$ cat src/rtl/dwf_pkg.sv
package dwf_pkg;
  localparam int unsigned DEF_LANES = 4;
  localparam int unsigned DEF_TID_W = 8;
  localparam int unsigned DEF_PC_W  = 16;
  localparam int unsigned DEF_DEPTH = 4;

  typedef enum logic [1:0] {
    LUT_NOP,
    LUT_MERGE,
    LUT_REPOINT,
    LUT_NEW
  } lut_op_e;
endpackage

$ cat src/rtl/dwf_update_regs.sv
module dwf_update_regs #(
  parameter int unsigned LANES = 4,
  parameter int unsigned TID_W = 8,
  parameter int unsigned PC_W  = 16
) (
  input  logic                   clk_i,
  input  logic                   rst_ni,
  input  logic                   br_valid_i,
  output logic                   br_ready_o,
  input  logic [LANES-1:0]       br_active_i,
  input  logic [LANES-1:0]       br_taken_i,
  input  logic [LANES*TID_W-1:0] br_tid_i,
  input  logic [PC_W-1:0]        br_pc_taken_i,
  input  logic [PC_W-1:0]        br_pc_fall_i,
  output logic                   cur_valid_o,
  output logic [PC_W-1:0]        cur_pc_o,
  output logic [LANES-1:0]       cur_mask_o,
  output logic [LANES*TID_W-1:0] cur_tid_o,
  input  logic                   cur_done_i
);
  logic                   tk_v_q, ft_v_q;
  logic [PC_W-1:0]        tk_pc_q, ft_pc_q;
  logic [LANES-1:0]       tk_mask_q, ft_mask_q;
  logic [LANES*TID_W-1:0] tid_q;
  logic [LANES-1:0]       tk_mask_d, ft_mask_d;
  logic                   accept;

  assign br_ready_o = !tk_v_q && !ft_v_q;
  assign accept     = br_valid_i && br_ready_o;
  assign tk_mask_d  = br_taken_i & br_active_i;
  assign ft_mask_d  = ~br_taken_i & br_active_i;

  always_ff @(posedge clk_i or negedge rst_ni) begin
    if (!rst_ni) begin
      tk_v_q    <= 1'b0;
      ft_v_q    <= 1'b0;
      tk_pc_q   <= '0;
      ft_pc_q   <= '0;
      tk_mask_q <= '0;
      ft_mask_q <= '0;
      tid_q     <= '0;
    end else if (accept) begin
      // all-zero groups are never staged
      tk_v_q    <= |tk_mask_d;
      ft_v_q    <= |ft_mask_d;
      tk_pc_q   <= br_pc_taken_i;
      ft_pc_q   <= br_pc_fall_i;
      tk_mask_q <= tk_mask_d;
      ft_mask_q <= ft_mask_d;
      tid_q     <= br_tid_i;
    end else if (cur_done_i) begin
      if (tk_v_q) tk_v_q <= 1'b0;
      else        ft_v_q <= 1'b0;
    end
  end

  // taken group resolves first
  assign cur_valid_o = tk_v_q || ft_v_q;
  assign cur_pc_o    = tk_v_q ? tk_pc_q : ft_pc_q;
  assign cur_mask_o  = tk_v_q ? tk_mask_q : ft_mask_q;
  assign cur_tid_o   = tid_q;

  assert_done_needs_group_R11: assert property (@(posedge clk_i) disable iff (!rst_ni)
    cur_done_i |-> cur_valid_o);
  assert_zero_drop_R9: assert property (@(posedge clk_i) disable iff (!rst_ni)
    (accept && br_active_i == '0) |=> br_ready_o);
  assert_split_disjoint_R2: assert property (@(posedge clk_i) disable iff (!rst_ni)
    accept |=> ((tk_mask_q & ft_mask_q) == '0) && ((tk_mask_q | ft_mask_q) == $past(br_active_i)));
endmodule

$ cat src/rtl/dwf_pc_lut.sv
module dwf_pc_lut
  import dwf_pkg::*;
#(
  parameter int unsigned PC_W  = 16,
  parameter int unsigned LANES = 4,
  parameter int unsigned DEPTH = 4,
  parameter int unsigned IDX_W = (DEPTH > 1) ? $clog2(DEPTH) : 1
) (
  input  logic             clk_i,
  input  logic             rst_ni,
  input  logic [PC_W-1:0]  look_pc_i,
  output logic             hit_o,
  output logic [LANES-1:0] hit_occ_o,
  output logic [IDX_W-1:0] hit_idx_o,
  input  lut_op_e          op_i,
  input  logic [LANES-1:0] op_mask_i,
  input  logic [IDX_W-1:0] op_idx_i,
  input  logic             clr_i,
  input  logic [IDX_W-1:0] clr_idx_i
);
  localparam int unsigned SLOT_W = (DEPTH > 1) ? $clog2(DEPTH) : 1;

  logic [DEPTH-1:0] v_q;
  logic [PC_W-1:0]  pc_q  [DEPTH];
  logic [LANES-1:0] occ_q [DEPTH];
  logic [IDX_W-1:0] idx_q [DEPTH];
  logic [DEPTH-1:0] match;
  logic [SLOT_W-1:0] hit_slot, free_slot;
  logic              has_free;

  always_comb begin
    hit_slot  = '0;
    free_slot = '0;
    has_free  = 1'b0;
    for (int i = DEPTH - 1; i >= 0; i--) begin
      match[i] = v_q[i] && (pc_q[i] == look_pc_i);
      if (match[i]) hit_slot = SLOT_W'(i);
      if (!v_q[i]) begin
        free_slot = SLOT_W'(i);
        has_free  = 1'b1;
      end
    end
  end

  assign hit_o     = |match;
  assign hit_occ_o = occ_q[hit_slot];
  assign hit_idx_o = idx_q[hit_slot];

  always_ff @(posedge clk_i or negedge rst_ni) begin
    if (!rst_ni) begin
      v_q <= '0;
      for (int e = 0; e < DEPTH; e++) begin
        pc_q[e]  <= '0;
        occ_q[e] <= '0;
        idx_q[e] <= '0;
      end
    end else begin
      for (int e = 0; e < DEPTH; e++) begin
        if (op_i == LUT_MERGE && hit_o && hit_slot == SLOT_W'(e)) begin
          occ_q[e] <= occ_q[e] | op_mask_i;
        end else if (op_i == LUT_REPOINT && hit_o && hit_slot == SLOT_W'(e)) begin
          occ_q[e] <= op_mask_i;
          idx_q[e] <= op_idx_i;
        end else if (op_i == LUT_NEW && free_slot == SLOT_W'(e)) begin
          v_q[e]   <= 1'b1;
          pc_q[e]  <= look_pc_i;
          occ_q[e] <= op_mask_i;
          idx_q[e] <= op_idx_i;
        end else if (clr_i && v_q[e] && idx_q[e] == clr_idx_i) begin
          v_q[e] <= 1'b0;
        end
      end
    end
  end

  assert_one_map_per_pc_R4: assert property (@(posedge clk_i) disable iff (!rst_ni)
    $onehot0(match));
  assert_new_has_room_R5: assert property (@(posedge clk_i) disable iff (!rst_ni)
    (op_i == LUT_NEW) |-> (has_free && !hit_o));
  assert_repoint_moves_R4: assert property (@(posedge clk_i) disable iff (!rst_ni)
    (op_i == LUT_REPOINT) |=> (hit_o && hit_idx_o == $past(op_idx_i)) || !($stable(look_pc_i)));
endmodule

$ cat src/rtl/dwf_warp_pool.sv
module dwf_warp_pool #(
  parameter int unsigned LANES  = 4,
  parameter int unsigned TID_W  = 8,
  parameter int unsigned PC_W   = 16,
  parameter int unsigned DEPTH  = 4,
  parameter int unsigned IDX_W  = (DEPTH > 1) ? $clog2(DEPTH) : 1,
  parameter int unsigned PRIO_W = $clog2(LANES + 1)
) (
  input  logic                    clk_i,
  input  logic                    rst_ni,
  input  logic                    wr_merge_i,
  input  logic                    wr_alloc_i,
  input  logic [IDX_W-1:0]        wr_idx_i,
  input  logic [PC_W-1:0]         upd_pc_i,
  input  logic [LANES-1:0]        upd_mask_i,
  input  logic [LANES*TID_W-1:0]  upd_tid_i,
  input  logic                    free_i,
  input  logic [IDX_W-1:0]        free_idx_i,
  output logic                    has_free_o,
  output logic [IDX_W-1:0]        free_slot_o,
  output logic [DEPTH-1:0]        valid_o,
  output logic [DEPTH*PRIO_W-1:0] prio_o,
  input  logic [IDX_W-1:0]        rd_idx_i,
  output logic [PC_W-1:0]         rd_pc_o,
  output logic [LANES-1:0]        rd_occ_o,
  output logic [LANES*TID_W-1:0]  rd_tid_o
);
  logic [DEPTH-1:0]  v_q;
  logic [PC_W-1:0]   pc_q   [DEPTH];
  logic [LANES-1:0]  occ_q  [DEPTH];
  logic [PRIO_W-1:0] prio_q [DEPTH];
  logic [TID_W-1:0]  tid_q  [DEPTH][LANES];
  logic [LANES-1:0]  merged_occ;

  function automatic logic [PRIO_W-1:0] popcnt(input logic [LANES-1:0] m);
    logic [PRIO_W-1:0] c;
    c = '0;
    for (int i = 0; i < LANES; i++) c = c + PRIO_W'(m[i]);
    return c;
  endfunction

  always_comb begin
    has_free_o  = 1'b0;
    free_slot_o = '0;
    for (int i = DEPTH - 1; i >= 0; i--) begin
      if (!v_q[i]) begin
        has_free_o  = 1'b1;
        free_slot_o = IDX_W'(i);
      end
    end
  end

  assign merged_occ = occ_q[wr_idx_i] | upd_mask_i;

  always_ff @(posedge clk_i or negedge rst_ni) begin
    if (!rst_ni) begin
      v_q <= '0;
      for (int e = 0; e < DEPTH; e++) begin
        pc_q[e]   <= '0;
        occ_q[e]  <= '0;
        prio_q[e] <= '0;
        for (int l = 0; l < LANES; l++) tid_q[e][l] <= '0;
      end
    end else begin
      for (int e = 0; e < DEPTH; e++) begin
        if (wr_alloc_i && free_slot_o == IDX_W'(e)) begin
          v_q[e]    <= 1'b1;
          pc_q[e]   <= upd_pc_i;
          occ_q[e]  <= upd_mask_i;
          prio_q[e] <= popcnt(upd_mask_i);
          for (int l = 0; l < LANES; l++)
            tid_q[e][l] <= upd_mask_i[l] ? upd_tid_i[l*TID_W +: TID_W] : '0;
        end else if (wr_merge_i && wr_idx_i == IDX_W'(e)) begin
          occ_q[e]  <= merged_occ;
          prio_q[e] <= popcnt(merged_occ);
          for (int l = 0; l < LANES; l++)
            if (upd_mask_i[l]) tid_q[e][l] <= upd_tid_i[l*TID_W +: TID_W];
        end else if (free_i && free_idx_i == IDX_W'(e)) begin
          v_q[e]    <= 1'b0;
          occ_q[e]  <= '0;
          prio_q[e] <= '0;
          for (int l = 0; l < LANES; l++) tid_q[e][l] <= '0;
        end
      end
    end
  end

  assign valid_o  = v_q;
  assign rd_pc_o  = pc_q[rd_idx_i];
  assign rd_occ_o = occ_q[rd_idx_i];

  for (genvar e = 0; e < DEPTH; e++) begin : g_prio
    assign prio_o[e*PRIO_W +: PRIO_W] = prio_q[e];
  end
  for (genvar l = 0; l < LANES; l++) begin : g_rd
    assign rd_tid_o[l*TID_W +: TID_W] = tid_q[rd_idx_i][l];
  end

  assert_merge_target_free_lanes_R3: assert property (@(posedge clk_i) disable iff (!rst_ni)
    wr_merge_i |-> (v_q[wr_idx_i] && ((occ_q[wr_idx_i] & upd_mask_i) == '0)));
  assert_merge_keeps_lanes_R3: assert property (@(posedge clk_i) disable iff (!rst_ni)
    (wr_merge_i && !wr_alloc_i) |=> ((occ_q[$past(wr_idx_i)] & $past(upd_mask_i)) == $past(upd_mask_i)));
  assert_alloc_needs_room_R10: assert property (@(posedge clk_i) disable iff (!rst_ni)
    wr_alloc_i |-> has_free_o);
  assert_issue_frees_R8: assert property (@(posedge clk_i) disable iff (!rst_ni)
    free_i |=> !v_q[$past(free_idx_i)]);
endmodule

$ cat src/rtl/dwf_issue_arb.sv
module dwf_issue_arb #(
  parameter int unsigned DEPTH  = 4,
  parameter int unsigned IDX_W  = (DEPTH > 1) ? $clog2(DEPTH) : 1,
  parameter int unsigned PRIO_W = 3
) (
  input  logic [DEPTH-1:0]        valid_i,
  input  logic [DEPTH*PRIO_W-1:0] prio_i,
  output logic                    any_o,
  output logic [IDX_W-1:0]        sel_o
);
  logic [PRIO_W-1:0] best;

  always_comb begin
    any_o = 1'b0;
    sel_o = '0;
    best  = '0;
    for (int i = 0; i < DEPTH; i++) begin
      // strict compare keeps the lowest index on a tie
      if (valid_i[i] && (!any_o || prio_i[i*PRIO_W +: PRIO_W] > best)) begin
        any_o = 1'b1;
        sel_o = IDX_W'(i);
        best  = prio_i[i*PRIO_W +: PRIO_W];
      end
    end
  end
endmodule

$ cat src/rtl/dwf_warp_former.sv
module dwf_warp_former
  import dwf_pkg::*;
#(
  parameter int unsigned LANES = DEF_LANES,
  parameter int unsigned TID_W = DEF_TID_W,
  parameter int unsigned PC_W  = DEF_PC_W,
  parameter int unsigned DEPTH = DEF_DEPTH
) (
  input  logic                   clk_i,
  input  logic                   rst_ni,
  input  logic                   br_valid_i,
  output logic                   br_ready_o,
  input  logic [LANES-1:0]       br_active_i,
  input  logic [LANES-1:0]       br_taken_i,
  input  logic [LANES*TID_W-1:0] br_tid_i,
  input  logic [PC_W-1:0]        br_pc_taken_i,
  input  logic [PC_W-1:0]        br_pc_fall_i,
  output logic                   issue_valid_o,
  input  logic                   issue_ready_i,
  output logic [PC_W-1:0]        issue_pc_o,
  output logic [LANES-1:0]       issue_mask_o,
  output logic [LANES*TID_W-1:0] issue_tid_o
);
  localparam int unsigned IDX_W  = (DEPTH > 1) ? $clog2(DEPTH) : 1;
  localparam int unsigned PRIO_W = $clog2(LANES + 1);

  logic                    cur_valid, cur_done;
  logic [PC_W-1:0]         cur_pc;
  logic [LANES-1:0]        cur_mask;
  logic [LANES*TID_W-1:0]  cur_tid;
  logic                    lut_hit;
  logic [LANES-1:0]        lut_occ;
  logic [IDX_W-1:0]        lut_idx;
  lut_op_e                 lut_op;
  logic                    pool_has_free;
  logic [IDX_W-1:0]        pool_free_slot, sel_idx;
  logic [DEPTH-1:0]        pool_valid;
  logic [DEPTH*PRIO_W-1:0] pool_prio;
  logic                    fits, tgt_busy, do_merge, do_alloc, issue_fire;

  dwf_update_regs #(.LANES(LANES), .TID_W(TID_W), .PC_W(PC_W)) u_upd (
    .clk_i, .rst_ni, .br_valid_i, .br_ready_o, .br_active_i, .br_taken_i,
    .br_tid_i, .br_pc_taken_i, .br_pc_fall_i,
    .cur_valid_o(cur_valid), .cur_pc_o(cur_pc), .cur_mask_o(cur_mask),
    .cur_tid_o(cur_tid), .cur_done_i(cur_done)
  );

  dwf_pc_lut #(.PC_W(PC_W), .LANES(LANES), .DEPTH(DEPTH), .IDX_W(IDX_W)) u_lut (
    .clk_i, .rst_ni, .look_pc_i(cur_pc),
    .hit_o(lut_hit), .hit_occ_o(lut_occ), .hit_idx_o(lut_idx),
    .op_i(lut_op), .op_mask_i(cur_mask), .op_idx_i(pool_free_slot),
    .clr_i(issue_fire), .clr_idx_i(sel_idx)
  );

  assign issue_fire = issue_valid_o && issue_ready_i;
  assign fits       = lut_hit && ((lut_occ & cur_mask) == '0);
  // hold a group whose mapped entry is leaving this cycle
  assign tgt_busy   = issue_fire && lut_hit && (lut_idx == sel_idx);
  assign do_merge   = cur_valid && fits && !tgt_busy;
  assign do_alloc   = cur_valid && !fits && pool_has_free && !tgt_busy;
  assign cur_done   = do_merge || do_alloc;

  always_comb begin
    if (do_merge)              lut_op = LUT_MERGE;
    else if (do_alloc && lut_hit) lut_op = LUT_REPOINT;
    else if (do_alloc)         lut_op = LUT_NEW;
    else                       lut_op = LUT_NOP;
  end

  dwf_warp_pool #(.LANES(LANES), .TID_W(TID_W), .PC_W(PC_W), .DEPTH(DEPTH),
                  .IDX_W(IDX_W), .PRIO_W(PRIO_W)) u_pool (
    .clk_i, .rst_ni,
    .wr_merge_i(do_merge), .wr_alloc_i(do_alloc), .wr_idx_i(lut_idx),
    .upd_pc_i(cur_pc), .upd_mask_i(cur_mask), .upd_tid_i(cur_tid),
    .free_i(issue_fire), .free_idx_i(sel_idx),
    .has_free_o(pool_has_free), .free_slot_o(pool_free_slot),
    .valid_o(pool_valid), .prio_o(pool_prio),
    .rd_idx_i(sel_idx), .rd_pc_o(issue_pc_o), .rd_occ_o(issue_mask_o), .rd_tid_o(issue_tid_o)
  );

  dwf_issue_arb #(.DEPTH(DEPTH), .IDX_W(IDX_W), .PRIO_W(PRIO_W)) u_arb (
    .valid_i(pool_valid), .prio_i(pool_prio), .any_o(issue_valid_o), .sel_o(sel_idx)
  );

  assert_issue_nonempty_R7: assert property (@(posedge clk_i) disable iff (!rst_ni)
    issue_valid_o |-> (issue_mask_o != '0));
  assert_issue_iff_pooled_R7: assert property (@(posedge clk_i) disable iff (!rst_ni)
    issue_valid_o == (pool_valid != '0));
  assert_full_stall_R10: assert property (@(posedge clk_i) disable iff (!rst_ni)
    (cur_valid && !fits && !pool_has_free) |=> !br_ready_o);
  for (genvar l = 0; l < LANES; l++) begin : g_lane_chk
    assert_idle_lane_zero_R6: assert property (@(posedge clk_i) disable iff (!rst_ni)
      (issue_valid_o && !issue_mask_o[l]) |-> (issue_tid_o[l*TID_W +: TID_W] == '0));
  end
endmodule

$ cat config.mk
export PLATFORM = sky130hd
export DESIGN_NAME = dwf_warp_former
export DESIGN_NICKNAME = d
export VERILOG_FILES = /design/src/rtl/dwf_pkg.sv /design/src/rtl/dwf_update_regs.sv /design/src/rtl/dwf_pc_lut.sv /design/src/rtl/dwf_warp_pool.sv /design/src/rtl/dwf_issue_arb.sv /design/src/rtl/dwf_warp_former.sv
export SDC_FILE = /design/constraint.sdc
export NUM_CORES = 1
export LEC_CHECK = 0
export BUFFER_PORTS_ARGS = -buffer_cell sky130_fd_sc_hd__buf_2
export CORE_MARGIN = 3
export CORE_UTILIZATION = 40
export CTS_BUF_LIST = sky130_fd_sc_hd__clkbuf_8
export DETAILED_ROUTE_END_ITERATION = 10
export PLACE_DENSITY_LB_ADDON = 0.3
export SLEW_MARGIN = 20
export SYNTH_ARGS = -nofsm -noshare
export SYNTH_HDL_FRONTEND = slang
export SYNTH_SLANG_ARGS = --single-unit
$ cat constraint.sdc
create_clock -name clk_i -period 5.9 [get_ports clk_i]
set_input_delay 0.59 -clock clk_i [delete_from_list [all_inputs] [get_ports clk_i]]
set_output_delay 0.59 -clock clk_i [all_outputs]
set_load 0.02 [all_outputs]
==> Flow_metrics.wiki <==
{| class="wikitable"
! Metric !! Value
|-
| Post-DP HPWL || 35.8 mm
|-
| First-pass iteration count of the detailed router || 7
|-
| Pins Over Slew Limit || 0
|-
| Post-layout nets || 2091
|-
| Number of antenna violations at the first check in global routing || 0
|-
| Buffers added on ports || 129
|-
| Hold violation total from the final report || 0
|-
| Arrival @ worst endpoint || 5.13 ns
|-
| Number of vias in the routed layout || 15000
|-
| Highest ir drop seen on vdd || 0.711 mV
|-
| Seq/Total Area, Yosys || 0.522
|-
| Total CTS buffers || 68
|-
| Highest clock rate || 0.175 GHz
|-
| Htree depth || 3
|-
| WS Path Type || reg -> out
|-
| Run status || completed
|-
| CTS Root Buffer Type || sky130_fd_sc_hd__clkbuf_8
|-
| Final WL || 53.1 mm
|-
| Unique masters post-synth || 78
|-
| Wire length of the first global-routing pass || 85.2 mm
|-
| Clock transition at path regs || 0.06 ns
|-
| Power per Cell Area || 710 nW/um^2
|-
| Min-Delay Path Class || in -> reg
|-
| Area overhead of the layout relative to synthesis || 17.7%
|-
| Data required, critical path || 5.31 ns
|-
| Final routed DRC violation total || 0
|-
| Setup slack of the critical path after layout || 0.183 ns
|-
| Cell Area, Placed || 20200 um^2
|-
| Worst setup slack after placement || 0.0475 ns
|-
| Worst-path fanout max || 42
|-
| Startpoint type of the worst setup path || register
|-
| Io pins || 130
|-
| All-layer global routing usage || 0.213
|-
| Setup repair after global routing missed its margin || yes
|-
| #FFs+latches synth || 390
|-
| Area inside the core boundary || 45800 um^2
|-
| Maximum number of pins on one net before global-route repair || 145
|-
| Met3 routed WL || 3.10 mm
|-
| Uppermost metal layer occupied by signal nets || met4
|-
| Mean post-synth cell area || 10.2 um^2
|-
| Warnings, synthesis || 0
|-
| Proportion of synthesized flip-flops having asynchronous set or reset || 1.00
|-
| Insertion delay of the later-clocked pin in the worst-skew pair || 0.65 ns
|-
| Most frequently used flop master after synthesis || sky130_fd_sc_hd__dfrtp_1
|-
| Via count of the first global-routing pass || 15300
|-
| Final clock skew || 0.0283 ns
|-
| CTS tree || built
|-
| Total inserted antenna cells || 0
|-
| Initial standard-cell utilization of the core || 0.408
|-
| Syn Inst Count || 1823
|-
| GR Overflow Total || 0
|-
| Final critical-path share of the clock period || 0.969
|-
| Detail-routed via count per cell || 5.67
|-
| Die Outline Area || 49300 um^2
|-
| Height of the chip || 222 um
|-
| Post-synth EDFFs || 0
|-
| Pleak || 9.84 nW
|-
| Initial DRC count || 1448
|-
| Post-Layout Inst Area || 22000 um^2
|-
| Number of routed nets with antenna violations || 0
|-
| Fraction of the core area covered by cells at the end of the flow || 0.480
|-
| Logic depth of the worst register-to-register path || 28
|-
| Worst Tran Pin Value || 1.03 ns
|-
| Setup-violating endpoint count in the final report || 0
|-
| Synthesized Nets || 1914
|-
| Worst hold path cell count || 2
|-
| Number of inserted filler cells in the final layout || 4214
|-
| Final GP Congestion || 0.909
|-
| Area of the mapped netlist || 18700 um^2
|-
| Routed length on met1 || 23.3 mm
|-
| FF+latch area || 9760 um^2
|-
| Detailed route wirelength on metal2 || 25.3 mm
|-
| Area occupied by multi-input gates || 8560 um^2
|-
| Detailed-route wire length per cell || 20.0 um
|-
| Max-cap violation count || 0
|-
| CP endpoint kind || primary output
|-
| Shortest period the worst path allows || 5.72 ns
|-
| Relative slew margins || 0.308
|-
| Number of buffers between clock root and the deepest sink || 3
|-
| Row count || 78
|-
| Sinks on Clock Net || 390
|-
| Fraction of final layout cells with drive strength greater than 1 || 0.232
|-
| Die width || 222 um
|-
| Total negative slack || 0 ns
|}
## cell families after synthesis
family                   count (synthesis)  share of synthesized area
AND/OR/NAND/NOR                        536                      0.130
XOR/XNOR                                65                     0.0305
buffers and inverters                  135                     0.0315
flip-flops                             390                      0.522
adder cells (fa/ha/maj)                 15                     0.0108
multiplexers                           105                     0.0670
AO/OA/AOI/OAI                          577                      0.207
## what timing repair did
action                     in CTS  in global routing
hold endpoints to repair        1                  0
pin swaps                       4                 13
hold buffers                    1                  0
cloned                          0                  2
gates resized for setup        20                 64
buffers inserted                3                  6
setup endpoints to repair      34                336
## cell usage after synthesis, types with 5 or more instances
| cell type | n | area [um^2] |
|---|---|---|
| sky130_fd_sc_hd__dfrtp_1 | 390 | 9760 |
| sky130_fd_sc_hd__nand2_1 | 313 | 1170 |
| sky130_fd_sc_hd__o21ai_0 | 199 | 996 |
| sky130_fd_sc_hd__a22o_1 | 135 | 1180 |
| sky130_fd_sc_hd__a21oi_1 | 117 | 586 |
| sky130_fd_sc_hd__nor2_1 | 82 | 308 |
| sky130_fd_sc_hd__mux2_2 | 76 | 856 |
| sky130_fd_sc_hd__clkbuf_1 | 66 | 248 |
| sky130_fd_sc_hd__xnor2_1 | 65 | 569 |
| sky130_fd_sc_hd__a22oi_1 | 29 | 218 |
| sky130_fd_sc_hd__inv_1 | 27 | 101 |
| sky130_fd_sc_hd__nor4_1 | 23 | 144 |
| sky130_fd_sc_hd__buf_2 | 20 | 100 |
| sky130_fd_sc_hd__nor3_1 | 19 | 95.1 |
| sky130_fd_sc_hd__mux2i_1 | 17 | 170 |
| sky130_fd_sc_hd__a221o_1 | 13 | 130 |
| sky130_fd_sc_hd__ha_1 | 13 | 163 |
| sky130_fd_sc_hd__nand2b_1 | 12 | 75.1 |
| sky130_fd_sc_hd__o21ai_1 | 12 | 60.1 |
| sky130_fd_sc_hd__nand4_1 | 11 | 68.8 |
| sky130_fd_sc_hd__buf_1 | 10 | 37.5 |
| sky130_fd_sc_hd__nand3b_1 | 10 | 75.1 |
| sky130_fd_sc_hd__a21o_1 | 8 | 60.1 |
| sky130_fd_sc_hd__and2_1 | 8 | 50.1 |
| sky130_fd_sc_hd__and3_1 | 8 | 50.1 |
| sky130_fd_sc_hd__nand3_1 | 8 | 40.0 |
| sky130_fd_sc_hd__o22ai_1 | 8 | 50.1 |
| sky130_fd_sc_hd__o22ai_4 | 8 | 160 |
| sky130_fd_sc_hd__a2111oi_0 | 7 | 61.3 |
| sky130_fd_sc_hd__mux2i_4 | 7 | 158 |
| sky130_fd_sc_hd__nor2b_1 | 7 | 43.8 |
| sky130_fd_sc_hd__mux2i_2 | 5 | 68.8 |
| sky130_fd_sc_hd__o2bb2ai_1 | 5 | 43.8 |
## routing by layer
| layer | vias to the layer above | GRT usage |
|---|---|---|
| met4 | 0 | 0.0722 |
| met1 | 7509 | 0.283 |
| met3 | 100 | 0.0438 |
| li1 | 6920 | - |
| met5 | - | 0 |
| met2 | 488 | 0.347 |
## cell type report
class,count,share of cell area
clock inverters,29,0.00614
well taps,600,0.0341
clock buffers,90,0.0563
multi-input cells,1298,0.389
repair buffers,212,0.0654
inverters,30,0.00512
flip-flops and latches,390,0.444
## cell usage in the layout (no fill, tap or decap), drive strengths merged, types with 4 or more instances in the layout
cell,n
clkbuf,92
a22o,135
clkinv,7
o22ai,16
and3,8
a221o,13
a2111oi,8
nand3b,10
a21oi,119
a21o,10
nand2,314
nor2,85
nand4,12
inv,49
and2,9
or2,5
and4,4
o2bb2ai,5
buf,209
xnor2,65
mux2,76
nor4,27
dfrtp,390
mux2i,29
o221ai,4
nand2b,12
nor3,20
nor2b,7
o21ai,211
a22oi,29
nand3,9
ha,13
o21a,4
## final timing paths
kind                              startpoint            endpoint  slack [ns]
min in group asynchronous             rst_ni  u_upd.cur_tid_o[6]        0.56
max reg2reg                u_pool.valid_o[0]    u_pool.tid_q[26]        0.31
min                              br_tid_i[4]  u_upd.cur_tid_o[4]        0.18
min reg2reg                  u_pool.pc_q[63]     u_pool.pc_q[63]        0.48
max in group asynchronous             rst_ni    u_pool.tid_q[13]        3.83
max                        u_pool.valid_o[0]      issue_pc_o[15]        0.18
## registers in the layout, summed over array words and instances, names as in the netlist
name	flops
u_lut.occ_q	16
u_lut.idx_q	8
u_upd.tk_mask_q	4
u_upd.tk_v_q	1
u_pool.prio_o	12
u_lut.pc_q	64
u_pool.tid_q	128
u_upd.tk_pc_q	16
u_upd.ft_v_q	1
u_upd.ft_pc_q	16
u_pool.occ_q	16
u_upd.cur_tid_o	32
u_lut.v_q	4
u_pool.valid_o	4
u_pool.pc_q	64
u_upd.ft_mask_q	4
## where the power goes
part / total, W / internal, W / switching (W) / leakage (nW)
combinational: 0.00829 / 0.00314 / 0.00515 / 4.04
clock: 0.00248 / 0.00136 / 0.00112 / 0.779
sequential: 0.00486 / 0.00388 / 0.000979 / 5.02
## critical path, stage by stage (launching register included)
cell,delay (ns)
sky130_fd_sc_hd__dfrtp_1,0.41
sky130_fd_sc_hd__nand2_2,0.11
sky130_fd_sc_hd__ha_4,0.28
sky130_fd_sc_hd__nor2b_4,0.13
sky130_fd_sc_hd__o21ai_2,0.06
sky130_fd_sc_hd__a32oi_2,0.17
sky130_fd_sc_hd__buf_4,0.15
sky130_fd_sc_hd__o21ai_4,0.06
sky130_fd_sc_hd__o21ai_1,0.29
sky130_fd_sc_hd__ha_1,0.27
sky130_fd_sc_hd__nor2b_4,0.05
sky130_fd_sc_hd__o21ai_2,0.13
sky130_fd_sc_hd__a32oi_2,0.08
sky130_fd_sc_hd__o21ai_2,0.21
sky130_fd_sc_hd__mux2_2,0.36
sky130_fd_sc_hd__ha_1,0.21
sky130_fd_sc_hd__nor2b_4,0.11
sky130_fd_sc_hd__o21ai_1,0.06
sky130_fd_sc_hd__a32oi_1,0.20
sky130_fd_sc_hd__o21a_4,0.20
sky130_fd_sc_hd__buf_12,0.23
sky130_fd_sc_hd__buf_16,0.22
sky130_fd_sc_hd__nand2_1,0.06
sky130_fd_sc_hd__o21ai_0,0.16
sky130_fd_sc_hd__buf_2,0.25
## through the flow
stage          cells  hold slack (ns)  power (W)
2_1_floorplan   1823            0.294    0.00986
4_1_cts         2641            0.129     0.0153
6_report        2649            0.177     0.0156
3_5_place_dp    2518            0.463     0.0126
3_3_place_gp    2518            0.460     0.0124
5_1_grt         2649            0.139     0.0167
(Power assumes the default switching activity.)
